==> src/rtl/mbox_irq_pkg.sv <==
// Package: shared types and mailbox placement for the mailbox interrupt block.
// Assumes the two mailboxes are the two highest words of the address space.
package mbox_irq_pkg;

    // Identifies which port a replicated slice serves.
    typedef enum logic {
        SIDE_LEFT  = 1'b0,
        SIDE_RIGHT = 1'b1
    } side_e;

    // Active-low access controls of one port.
    typedef struct packed {
        logic ce_n;
        logic we_n;
        logic oe_n;
    } port_ctrl_t;

    // Distance below the top address of the mailbox owned by a side.
    function automatic int unsigned inbox_offset(side_e s);
        return (s == SIDE_LEFT) ? 1 : 0;
    endfunction

endpackage

==> src/rtl/mbox_access_decode.sv <==
// Module: classifies one port's access into a mailbox post (a write to the
// peer's mailbox) and a mailbox fetch (a read of its own mailbox).
// Assumes a write takes precedence over output enable when both are low.
module mbox_access_decode
    import mbox_irq_pkg::*;
#(
    parameter int unsigned     ADDR_W    = 11,
    parameter logic [ADDR_W-1:0] POST_ADDR  = '1,
    parameter logic [ADDR_W-1:0] FETCH_ADDR = '0
) (
    input  port_ctrl_t        ctrl,
    input  logic [ADDR_W-1:0] addr,
    output logic              post_hit,
    output logic              fetch_hit
);

    logic selected;
    logic is_write;
    logic is_read;

    // Qualify the access type from the enables.
    always_comb begin
        selected = ~ctrl.ce_n;
        is_write = selected & ~ctrl.we_n;
        is_read  = selected & ctrl.we_n & ~ctrl.oe_n;
    end

    // Match the qualified access against the two mailbox words.
    always_comb begin
        post_hit  = is_write && (addr == POST_ADDR);
        fetch_hit = is_read  && (addr == FETCH_ADDR);
    end

endmodule

==> src/rtl/mbox_flag.sv <==
// Module: one pending-interrupt bit with a set-over-clear priority and an
// active-low output. Assumes a synchronous active-low reset.
module mbox_flag (
    input  logic clk,
    input  logic rst_n,
    input  logic set_i,
    input  logic clr_i,
    output logic irq_n_o
);

    logic pending;

    // Update the pending bit; a set beats a clear on the same edge.
    always_ff @(posedge clk) begin
        if (!rst_n)
            pending <= 1'b0;
        else if (set_i)
            pending <= 1'b1;
        else if (clr_i)
            pending <= 1'b0;
    end

    // Present the pending bit as an active-low level.
    assign irq_n_o = ~pending;

endmodule

==> src/rtl/mbox_irq.sv <==
// Module: top of the mailbox interrupt logic. Replicates one decoder and
// one flag per port; a port's flag is set by the peer's post and cleared
// by its own fetch. Assumes all inputs are synchronous to clk.
module mbox_irq
    import mbox_irq_pkg::*;
#(
    parameter int unsigned ADDR_W = 11
) (
    input  logic              clk,
    input  logic              rst_n,
    input  logic              left_ce_n,
    input  logic              left_we_n,
    input  logic              left_oe_n,
    input  logic [ADDR_W-1:0] left_addr,
    input  logic              right_ce_n,
    input  logic              right_we_n,
    input  logic              right_oe_n,
    input  logic [ADDR_W-1:0] right_addr,
    output logic              left_irq_n,
    output logic              right_irq_n
);

    localparam int unsigned       NUM_SIDES = 2;
    localparam logic [ADDR_W-1:0] TOP_ADDR  = '1;

    port_ctrl_t        ctrl  [NUM_SIDES];
    logic [ADDR_W-1:0] addr  [NUM_SIDES];
    logic              post  [NUM_SIDES];
    logic              fetch [NUM_SIDES];
    logic              irq_n [NUM_SIDES];

    // Gather the per-port pins into side-indexed arrays.
    always_comb begin
        ctrl[SIDE_LEFT]  = '{ce_n: left_ce_n,  we_n: left_we_n,  oe_n: left_oe_n};
        ctrl[SIDE_RIGHT] = '{ce_n: right_ce_n, we_n: right_we_n, oe_n: right_oe_n};
        addr[SIDE_LEFT]  = left_addr;
        addr[SIDE_RIGHT] = right_addr;
    end

    for (genvar s = 0; s < NUM_SIDES; s++) begin : g_side
        localparam side_e OWN  = side_e'(s);
        localparam side_e PEER = side_e'(1 - s);
        localparam logic [ADDR_W-1:0] OWN_BOX  =
            TOP_ADDR - ADDR_W'(inbox_offset(OWN));
        localparam logic [ADDR_W-1:0] PEER_BOX =
            TOP_ADDR - ADDR_W'(inbox_offset(PEER));

        mbox_access_decode #(
            .ADDR_W    (ADDR_W),
            .POST_ADDR (PEER_BOX),
            .FETCH_ADDR(OWN_BOX)
        ) u_dec (
            .ctrl     (ctrl[s]),
            .addr     (addr[s]),
            .post_hit (post[s]),
            .fetch_hit(fetch[s])
        );

        mbox_flag u_flag (
            .clk    (clk),
            .rst_n  (rst_n),
            .set_i  (post[PEER]),
            .clr_i  (fetch[s]),
            .irq_n_o(irq_n[s])
        );
    end

    // Drive the flag outputs from the side-indexed array.
    assign left_irq_n  = irq_n[SIDE_LEFT];
    assign right_irq_n = irq_n[SIDE_RIGHT];

endmodule

==> config.mk <==
export PLATFORM = sky130hd
export DESIGN_NAME = mbox_irq
export DESIGN_NICKNAME = d
export VERILOG_FILES = /design/src/rtl/mbox_irq_pkg.sv /design/src/rtl/mbox_access_decode.sv /design/src/rtl/mbox_flag.sv /design/src/rtl/mbox_irq.sv
export SDC_FILE = /design/constraint.sdc
export NUM_CORES = 1
export LEC_CHECK = 0
export ABC_AREA = 1
export BUFFER_PORTS_ARGS = -buffer_cell sky130_fd_sc_hd__buf_2
export CAP_MARGIN = 20
export CORE_AREA = 4 4 41 43
export DETAILED_ROUTE_END_ITERATION = 6
export DIE_AREA = 0 0 45 47
export GPL_ROUTABILITY_DRIVEN = 0
export GPL_TIMING_DRIVEN = 0
export PLACE_DENSITY = 0.54
export SYNTH_ARGS = -nofsm -noshare
export SYNTH_HDL_FRONTEND = slang
export SYNTH_SLANG_ARGS = --single-unit
==> constraint.sdc <==
create_clock -name clk -period 1.5 [get_ports clk]
set_input_delay 0.15 -clock clk [delete_from_list [all_inputs] [get_ports clk]]
set_output_delay 0.15 -clock clk [all_outputs]
set_load 0.02 [all_outputs]
==> summary.txt, run 1 <==
share of cells above drive strength 1 = 45.8%
Worst setup EP type = primary output
Layout area overhead = 79.3%
post-CTS sizing = 0
number of flip-flops in the largest register = 2
Final Hold Viols = 0
later-pin clock latency in the skew report = 0.23 ns
Worst Hold Class = in2reg
XOR/XNOR Fraction of Synth Area = 0%
Root Buffer = clkbuf_4
setup ws final = 0.628 ns
simple-gate share of the synthesized area = 58.6%
initial antenna violation count = 0
cell count after placement = 95
fill count = 162
Placed Area = 422 µm²
largest net degree at the start of global routing = 3
Synth cell types = 10
worst path required time = 1.35 ns
RSZ-0062 raised after global routing = no
Util after Layout = 34.1%
Design Area, Final = 444 µm²
Yosys Warn Count = 0
clock transition at the registers of the reported paths = 0.03 ns
Clock Skews = 0 ns
fin crit period = 0.872 ns
Post-CTS Hold Buffers = 0
clk sink count = 2
DP Wirelength = 646 µm
register area = 40.0 µm²
max_cap viols = 0
mux contribution to synthesized area = 0%
synthesized net count = 79
hold slack = 0.159 ns
CP cell instances = inv_1 -> buf_2
site row count = 13
Worst setup SP type = flip-flop
Non-Filler Instances = 98
postcts setup bufs = 0
Seq/Total Area, Yosys = 16.2%
post-route setup TNS = 0 ns
overall routed net length = 716 µm
Static Leak = 0.271 nW
Buffers on Ports = 31
Power Dens Cells = 523 nW/µm²
cell area after synthesis = 248 µm²
Die Wd = 45 µm
Mapped Cells = 49
global route total overflow = 0
global-route wire length before repair = 1170 µm
CP max stage cell = dfxtp_1
status = finished, final reports clean
via count = 359
antenna cells = 0
gr usage total = 7.96%
Max VDD drop = 314 µV
WP data arrival = 0.72 ns
TritonCTS clock tree = yes
CP peak stage delay = 0.31 ns
Multi-input gate area = 155 µm²
number of synthesized register bits = 2
Overall Power = 0.232 mW
Placement Setup Slack = 0.716 ns
clk buf depth = 2
slew at the pin closest to its max-slew limit = 0.133 ns
largest reg by FF count = g_side.u_flag.pending
vias in the first global route = 332
Worst Path Max Fanout = 2
Max Fclk = 1.15 GHz
largest family of logic cells by synthesized area = simple AND/OR/NAND/NOR gates
Die Footprint = 2120 µm²
Largest regs = g_side.u_flag.pending (2)
wire per inst = 7.31 µm
ANT nets after route = 0
Ports = 32
Avg Inst Size Synth = 5.06 µm²
vias per cell = 3.66
Top delay family on crit path = flip-flops
Starting DRT DRC Count = 6
Post-Synth Adder-Cell Area = 0%
Crit Path Class = reg2out
worst slew margin relative to its limit = 91.1%
post-synthesis compound-gate area fraction = 4.04%
final net count = 115
CP bufs+invs = 2
drt first pass iters = 4
Final Max Slew Viols = 0
CTS Buf Count = 3
H-tree depth = 1
overall die height = 47 µm
Final Cycle Share = 58.2%
core footprint = 1300 µm²
Initial Utilization = 19.0%
DRC = 0
final setup vio count = 0
cells in the mapped netlist:
cell type	number	area share [%]
nand3_2	1	4.0
nand3_1	3	6.1
nand3b_1	2	6.1
inv_1	14	21
nor2_2	2	5.0
a21oi_1	2	4.0
nand2_1	17	26
nor3_2	1	4.0
dfxtp_1	2	16
nor2_1	5	7.6
placed cells by master, fill, tap and decap left out, drive strengths merged:
master  synthesis  layout
buf             0      31
dfxtp           2       2
nand3           4       4
inv            14      14
a21oi           2       2
clkbuf          0       3
nor2            7       7
nand3b          2       2
nand2          17      17
nor3            1       1
layout make-up:
| class | count | share of cell area, % |
|---|---|---|
| inverter | 14 | 11.8 |
| timing repair buffer | 31 | 34.9 |
| clock buffer | 3 | 5.07 |
| multi-input combinational | 33 | 34.9 |
| tap | 15 | 4.23 |
| sequential | 2 | 9.01 |
per-layer routing:
metal,global-route usage (%),part of all wire (%),vias up
met4,0,0,0
met5,0,0,-
met3,7.28,13,0
met1,8.80,40,132
li1,-,-,211
met2,12.1,47,16
cell families (layout without fill, tap and decap cells):
| family | Yosys count | count (layout) |
|---|---|---|
| AND/OR/NAND/NOR | 31 | 31 |
| buffers and inverters | 14 | 48 |
| AO/OA/AOI/OAI | 2 | 2 |
| flip-flops | 2 | 2 |
worst reg2reg max path: stages (launching register included):
cell and delay, ns:
dfxtp_1 0.31, nand2_1 0.06, a21oi_1 0.10
power breakdown:
part / leakage, nW / internal (mW) / switching [mW]
Combinational: 0.241 / 0.0353 / 0.0239
Clock: 0.0138 / 0.0883 / 0.0311
Sequential: 0.0161 / 0.0536 / 0.00000462
Total: 0.271 / 0.177 / 0.0550
final timing paths:
check / startpoint / to / slack (ns) / depth (start not counted)
max: g_side[0].u_flag.pending / left_irq_n / 0.63 / 2
min: rst_n / g_side[0].u_flag.pending / 0.16 / 3
max reg2reg: g_side[0].u_flag.pending / g_side[0].u_flag.pending / 0.96 / 2
min reg2reg: g_side[1].u_flag.pending / g_side[1].u_flag.pending / 0.45 / 2
(Power assumes the default switching activity.)
==> run 2, diff against run 1 <==
- ABC_AREA: 1 -> 0
- PLACE_DENSITY: 0.54 -> 0.49
- clock period: 1.5 -> 0.8 ns (I/O delays scaled with it)
==> summary.txt, run 2 <==
overall die height = 47 µm
Buffers on Ports = 31
WP data arrival = 0.93 ns
antenna cells = 0
XOR/XNOR Fraction of Synth Area = 0%
number of synthesized register bits = 2
Yosys Warn Count = 0
largest reg by FF count = g_side.u_flag.pending
wire per inst = 10.1 µm
Largest regs = g_side.u_flag.pending (2)
Max VDD drop = 512 µV
Placement Setup Slack = -0.321 ns
Ports = 32
Worst setup EP type = flip-flop
drt first pass iters = 4
Seq/Total Area, Yosys = 24.6%
fin crit period = 0.801 ns
global route total overflow = 0
failing checks = negative setup slack
worst slew margin relative to its limit = 82.5%
ANT nets after route = 0
Layout area overhead = 154%
later-pin clock latency in the skew report = 0.22 ns
DP Wirelength = 657 µm
largest cells by area after synthesis = dfxtp_1 25%, nand4b_1 11%, nand2_1 9.2%
Post-CTS Hold Buffers = 0
H-tree depth = 1
overall routed net length = 736 µm
mux contribution to synthesized area = 0%
worst path required time = 0.93 ns
global-route wire length before repair = 1100 µm
Static Leak = 0.194 nW
max_cap viols = 0
EDFF count, synth = 0
slew at the pin closest to its max-slew limit = 0.260 ns
TritonCTS clock tree = yes
post-synthesis compound-gate area fraction = 9.23%
RSZ-0062 raised after global routing = yes
Root Buffer = clkbuf_4
hold slack = 0.0669 ns
Avg Inst Size Synth = 7.07 µm²
area leader, netlist = dfxtp_1
largest net degree at the start of global routing = 5
Async SR Flop Fraction = 0%
final net count = 90
Final Cycle Share = 100%
gr usage total = 7.49%
via count = 312
synthesized net count = 53
DRC = 0
share of cells above drive strength 1 = 74.1%
Crit Path Class = in2reg
Worst Path Max Fanout = 2
Overall Power = 0.422 mW
Util after Layout = 31.7%
Final Max Slew Viols = 0
vias in the first global route = 301
CTS Buf Count = 3
clk sink count = 2
Die Wd = 45 µm
Worst Hold Class = in2reg
core footprint = 1300 µm²
clock transition at the registers of the reported paths = 0.03 ns
Initial Utilization = 12.5%
setup ws final = -0.000512 ns
Clock Skews = 0 ns
most frequent cells in the layout = 29 x buf_2, 4 x nand2_1, 3 x clkbuf_4
Max Fclk = 1.25 GHz
most common cell after layout, fill and taps aside = buf_2
vias per cell = 4.27
ys flop type = dfxtp_1
Post-Synth Adder-Cell Area = 0%
dominant cell by count in the synthesized netlist = nand2_1
Final Hold Viols = 0
status = finished, violations left
Yosys top cell area share = 24.6%
simple-gate share of the synthesized area = 61.5%
Die Footprint = 2120 µm²
Worst setup SP type = input port
cell area after synthesis = 163 µm²
site row count = 13
Power Dens Cells = 1020 nW/µm²
Design Area, Final = 413 µm²
Mapped Cells = 23
Placed Area = 339 µm²
largest family of logic cells by synthesized area = simple AND/OR/NAND/NOR gates
initial antenna violation count = 0
Synth cell types = 13
number of flip-flops in the largest register = 2
clk buf depth = 2
final setup vio count = 1
Starting DRT DRC Count = 3
==> run 2: final cells by class <==
type	instances	area [µm²]
timing repair buffer	32	175
sequential	2	42.5
clock buffer	3	22.5
fill	155	888
multi-input combinational	19	146
inverter	2	7.51
tap	15	18.8
==> run 2: where the power goes <==
part           total (mW)  internal [mW]  leakage (nW)  switching (mW)
Sequential          0.100          0.100        0.0171       0.0000122
Combinational      0.0958         0.0618         0.164          0.0340
Clock               0.226          0.166        0.0138          0.0603
==> run 2: what timing repair did <==
action | in CTS | in global routing
buffers inserted | 1 | 0
setup endpoints to repair | 4 | 3
pin swaps | 2 | 0
gates resized for setup | 6 | 6
==> run 2: worst max-delay path, cell delays in order <==
cell     delay (ns)
buf_2          0.08
nand4_1        0.16
or3_1          0.43
o32ai_2        0.20
==> run 2: kinds of logic (layout without fill, tap and decap cells) <==
family,count (synthesis),count (layout)
DFF,2,2
buffers and inverters,2,37
AOI/OAI and AO/OA,2,2
and+or+nand+nor,17,17
==> run 2: worst paths after layout <==
kind | startpoint | endpoint | slack [ns] | depth (start not counted)
max | left_addr[10] | g_side[1].u_flag.pending | -0.0005 | 4
min | left_we_n | g_side[1].u_flag.pending | 0.07 | 2
max reg2reg | g_side[1].u_flag.pending | g_side[1].u_flag.pending | 0.22 | 2
min reg2reg | g_side[0].u_flag.pending | g_side[0].u_flag.pending | 0.46 | 2
==> run 2: per-layer routing <==
layer | share of wire (%) | up-vias | global-route usage (%)
li1 | - | 161 | -
met1 | 36 | 133 | 7.45
met2 | 47 | 18 | 12.7
met3 | 17 | 0 | 5.36
met4 | 0 | 0 | 1.75
met5 | 0 | - | 0
==> run 2: stage by stage <==
| step | instances | setup TNS [ns] |
|---|---|---|
| 2_1_floorplan | 23 | -0.102 |
| 3_3_place_gp | 69 | -0.487 |
| 3_5_place_dp | 69 | -0.568 |
| 4_1_cts | 73 | -0.0256 |
| 5_1_grt | 73 | -0.0703 |
| 6_report | 73 | -0.000512 |
==> run 3, diff against run 2 <==
--- a/config.mk
+++ b/config.mk
@@ -16,2 +16,3 @@
 export PLACE_DENSITY = 0.49
+export REMOVE_ABC_BUFFERS = 1
 export SYNTH_ARGS = -nofsm -noshare
--- a/constraint.sdc
+++ b/constraint.sdc
@@ -3,2 +3,2 @@
 set_output_delay 0.08 -clock clk [all_outputs]
-set_load 0.02 [all_outputs]
+set_load 0.05 [all_outputs]
==> summary.txt, run 3 (synthesis results as in run 2) <==
Clk network pwr share = 53.9%
Seq pwr share = 23.9%
RSZ-0062 raised after global routing = yes
slew at the pin closest to its max-slew limit = 0.321 ns
DRC = 0
CTS Buf Count = 3
Non-Filler Instances = 73
Max Fclk = 1.24 GHz
antenna cells = 0
Placement Setup Slack = -0.384 ns
Clock Skews = 0 ns
via count = 309
Post-CTS Hold Buffers = 0
Worst setup EP type = primary output
core footprint = 1300 µm²
Die Footprint = 2120 µm²
part of the power in combinational logic = 22.2%
share of cells above drive strength 1 = 72.4%
global-route wire length before repair = 1040 µm
worst path required time = 0.72 ns
cell count after placement = 69
status = finished, violations left
worst slew margin relative to its limit = 78.4%
Worst setup SP type = flip-flop
max_cap viols = 0
WP data arrival = 0.73 ns
fill count = 152
final setup vio count = 2
largest net degree at the start of global routing = 5
Worst Hold Class = in2reg
Layout area overhead = 152%
wire per inst = 9.66 µm
drt first pass iters = 2
failing checks = negative setup slack
H-tree depth = 1
Final Hold Viols = 0
Worst Reg-to-Reg Cells = 2
clock transition at the registers of the reported paths = 0.03 ns
clk sink count = 2
ANT nets after route = 0
hold depth = 2
most common cell after layout, fill and taps aside = buf_2
Max VDD drop = 533 µV
Switching Fraction = 21.6%
Die Wd = 45 µm
Initial Utilization = 12.5%
largest reg by FF count = g_side.u_flag.pending
vias in the first global route = 299
TritonCTS clock tree = yes
overall routed net length = 705 µm
Worst Path Max Fanout = 2
Ports = 32
Pint = 0.329 mW
Crit Path Class = reg2out
number of flip-flops in the largest register = 2
Net Switching = 0.0908 mW
initial antenna violation count = 0
Static Leak = 0.188 nW
Final Cycle Share = 101%
overall die height = 47 µm
site row count = 13
gr usage total = 7.10%
Final Max Slew Viols = 0
setup ws final = -0.00650 ns
fin crit period = 0.807 ns
later-pin clock latency in the skew report = 0.22 ns
global route total overflow = 0
Buffers on Ports = 31
Util after Layout = 31.4%
Starting DRT DRC Count = 2
Largest regs = g_side.u_flag.pending (2)
Root Buffer = clkbuf_4
vias per cell = 4.23
final net count = 90
Power Dens Cells = 1030 nW/µm²
clk buf depth = 2
most frequent cells in the layout = 28 x buf_2, 4 x nand2_1, 3 x clkbuf_4
==> run 3: final cells by class <==
cell class	count	area (µm²)	share of cell area, %
flip-flops and latches	2	42.5	10.4
multi-input cells	19	129	31.5
well taps	15	18.8	4.59
repair buffers	32	189	46.2
clock buffers	3	22.5	5.50
inverters	2	7.51	1.83
==> run 3: critical path: stages, from the launching register on <==
cell and delay [ns]:
dfxtp_2 0.31, inv_2 0.05, buf_8 0.13
==> run 3: stage by stage <==
stage	cell area (µm²)	total power, mW	hold slack [ns]	TNS [ns]
after floorplan	163	0.117	0.197	-0.247
final	409	0.420	0.0715	-0.0122
after global placement	337	0.187	0.304	-0.606
after global routing	409	0.465	0.0750	-0.182
after detailed placement	337	0.189	0.305	-0.649
after CTS	403	0.433	0.0587	-0.0474
==> run 3: power groups by stage <==
stage               sequential (mW)  combinational (mW)  clock, mW
floorplan                     0.102              0.0153          0
global placement              0.102              0.0853          0
detailed placement            0.102              0.0867          0
CTS                           0.100              0.0908      0.242
global route                  0.100               0.107      0.259
finish                        0.100              0.0931      0.226
==> run 3: path summary, 6_finish.rpt <==
kind / from / to / slack [ns]
setup / recovery: g_side[1].u_flag.pending / right_irq_n / -0.007
hold / removal: left_we_n / g_side[1].u_flag.pending / 0.07
setup reg to reg: g_side[1].u_flag.pending / g_side[1].u_flag.pending / 0.21
hold reg to reg: g_side[0].u_flag.pending / g_side[0].u_flag.pending / 0.47
==> run 3: metal layers <==
layer	track usage, %	up-vias	wire length [µm]
li1	-	160	-
met1	6.79	129	243
met2	12.7	20	344
met3	4.60	0	117
met4	1.75	0	0
met5	0	-	0
==> run 3: timing repair <==
action	4_1_cts	5_1_grt
gates resized for setup	12	1
endpoints found under the setup margin	4	4
pin swaps	2	2
buffers inserted	1	0
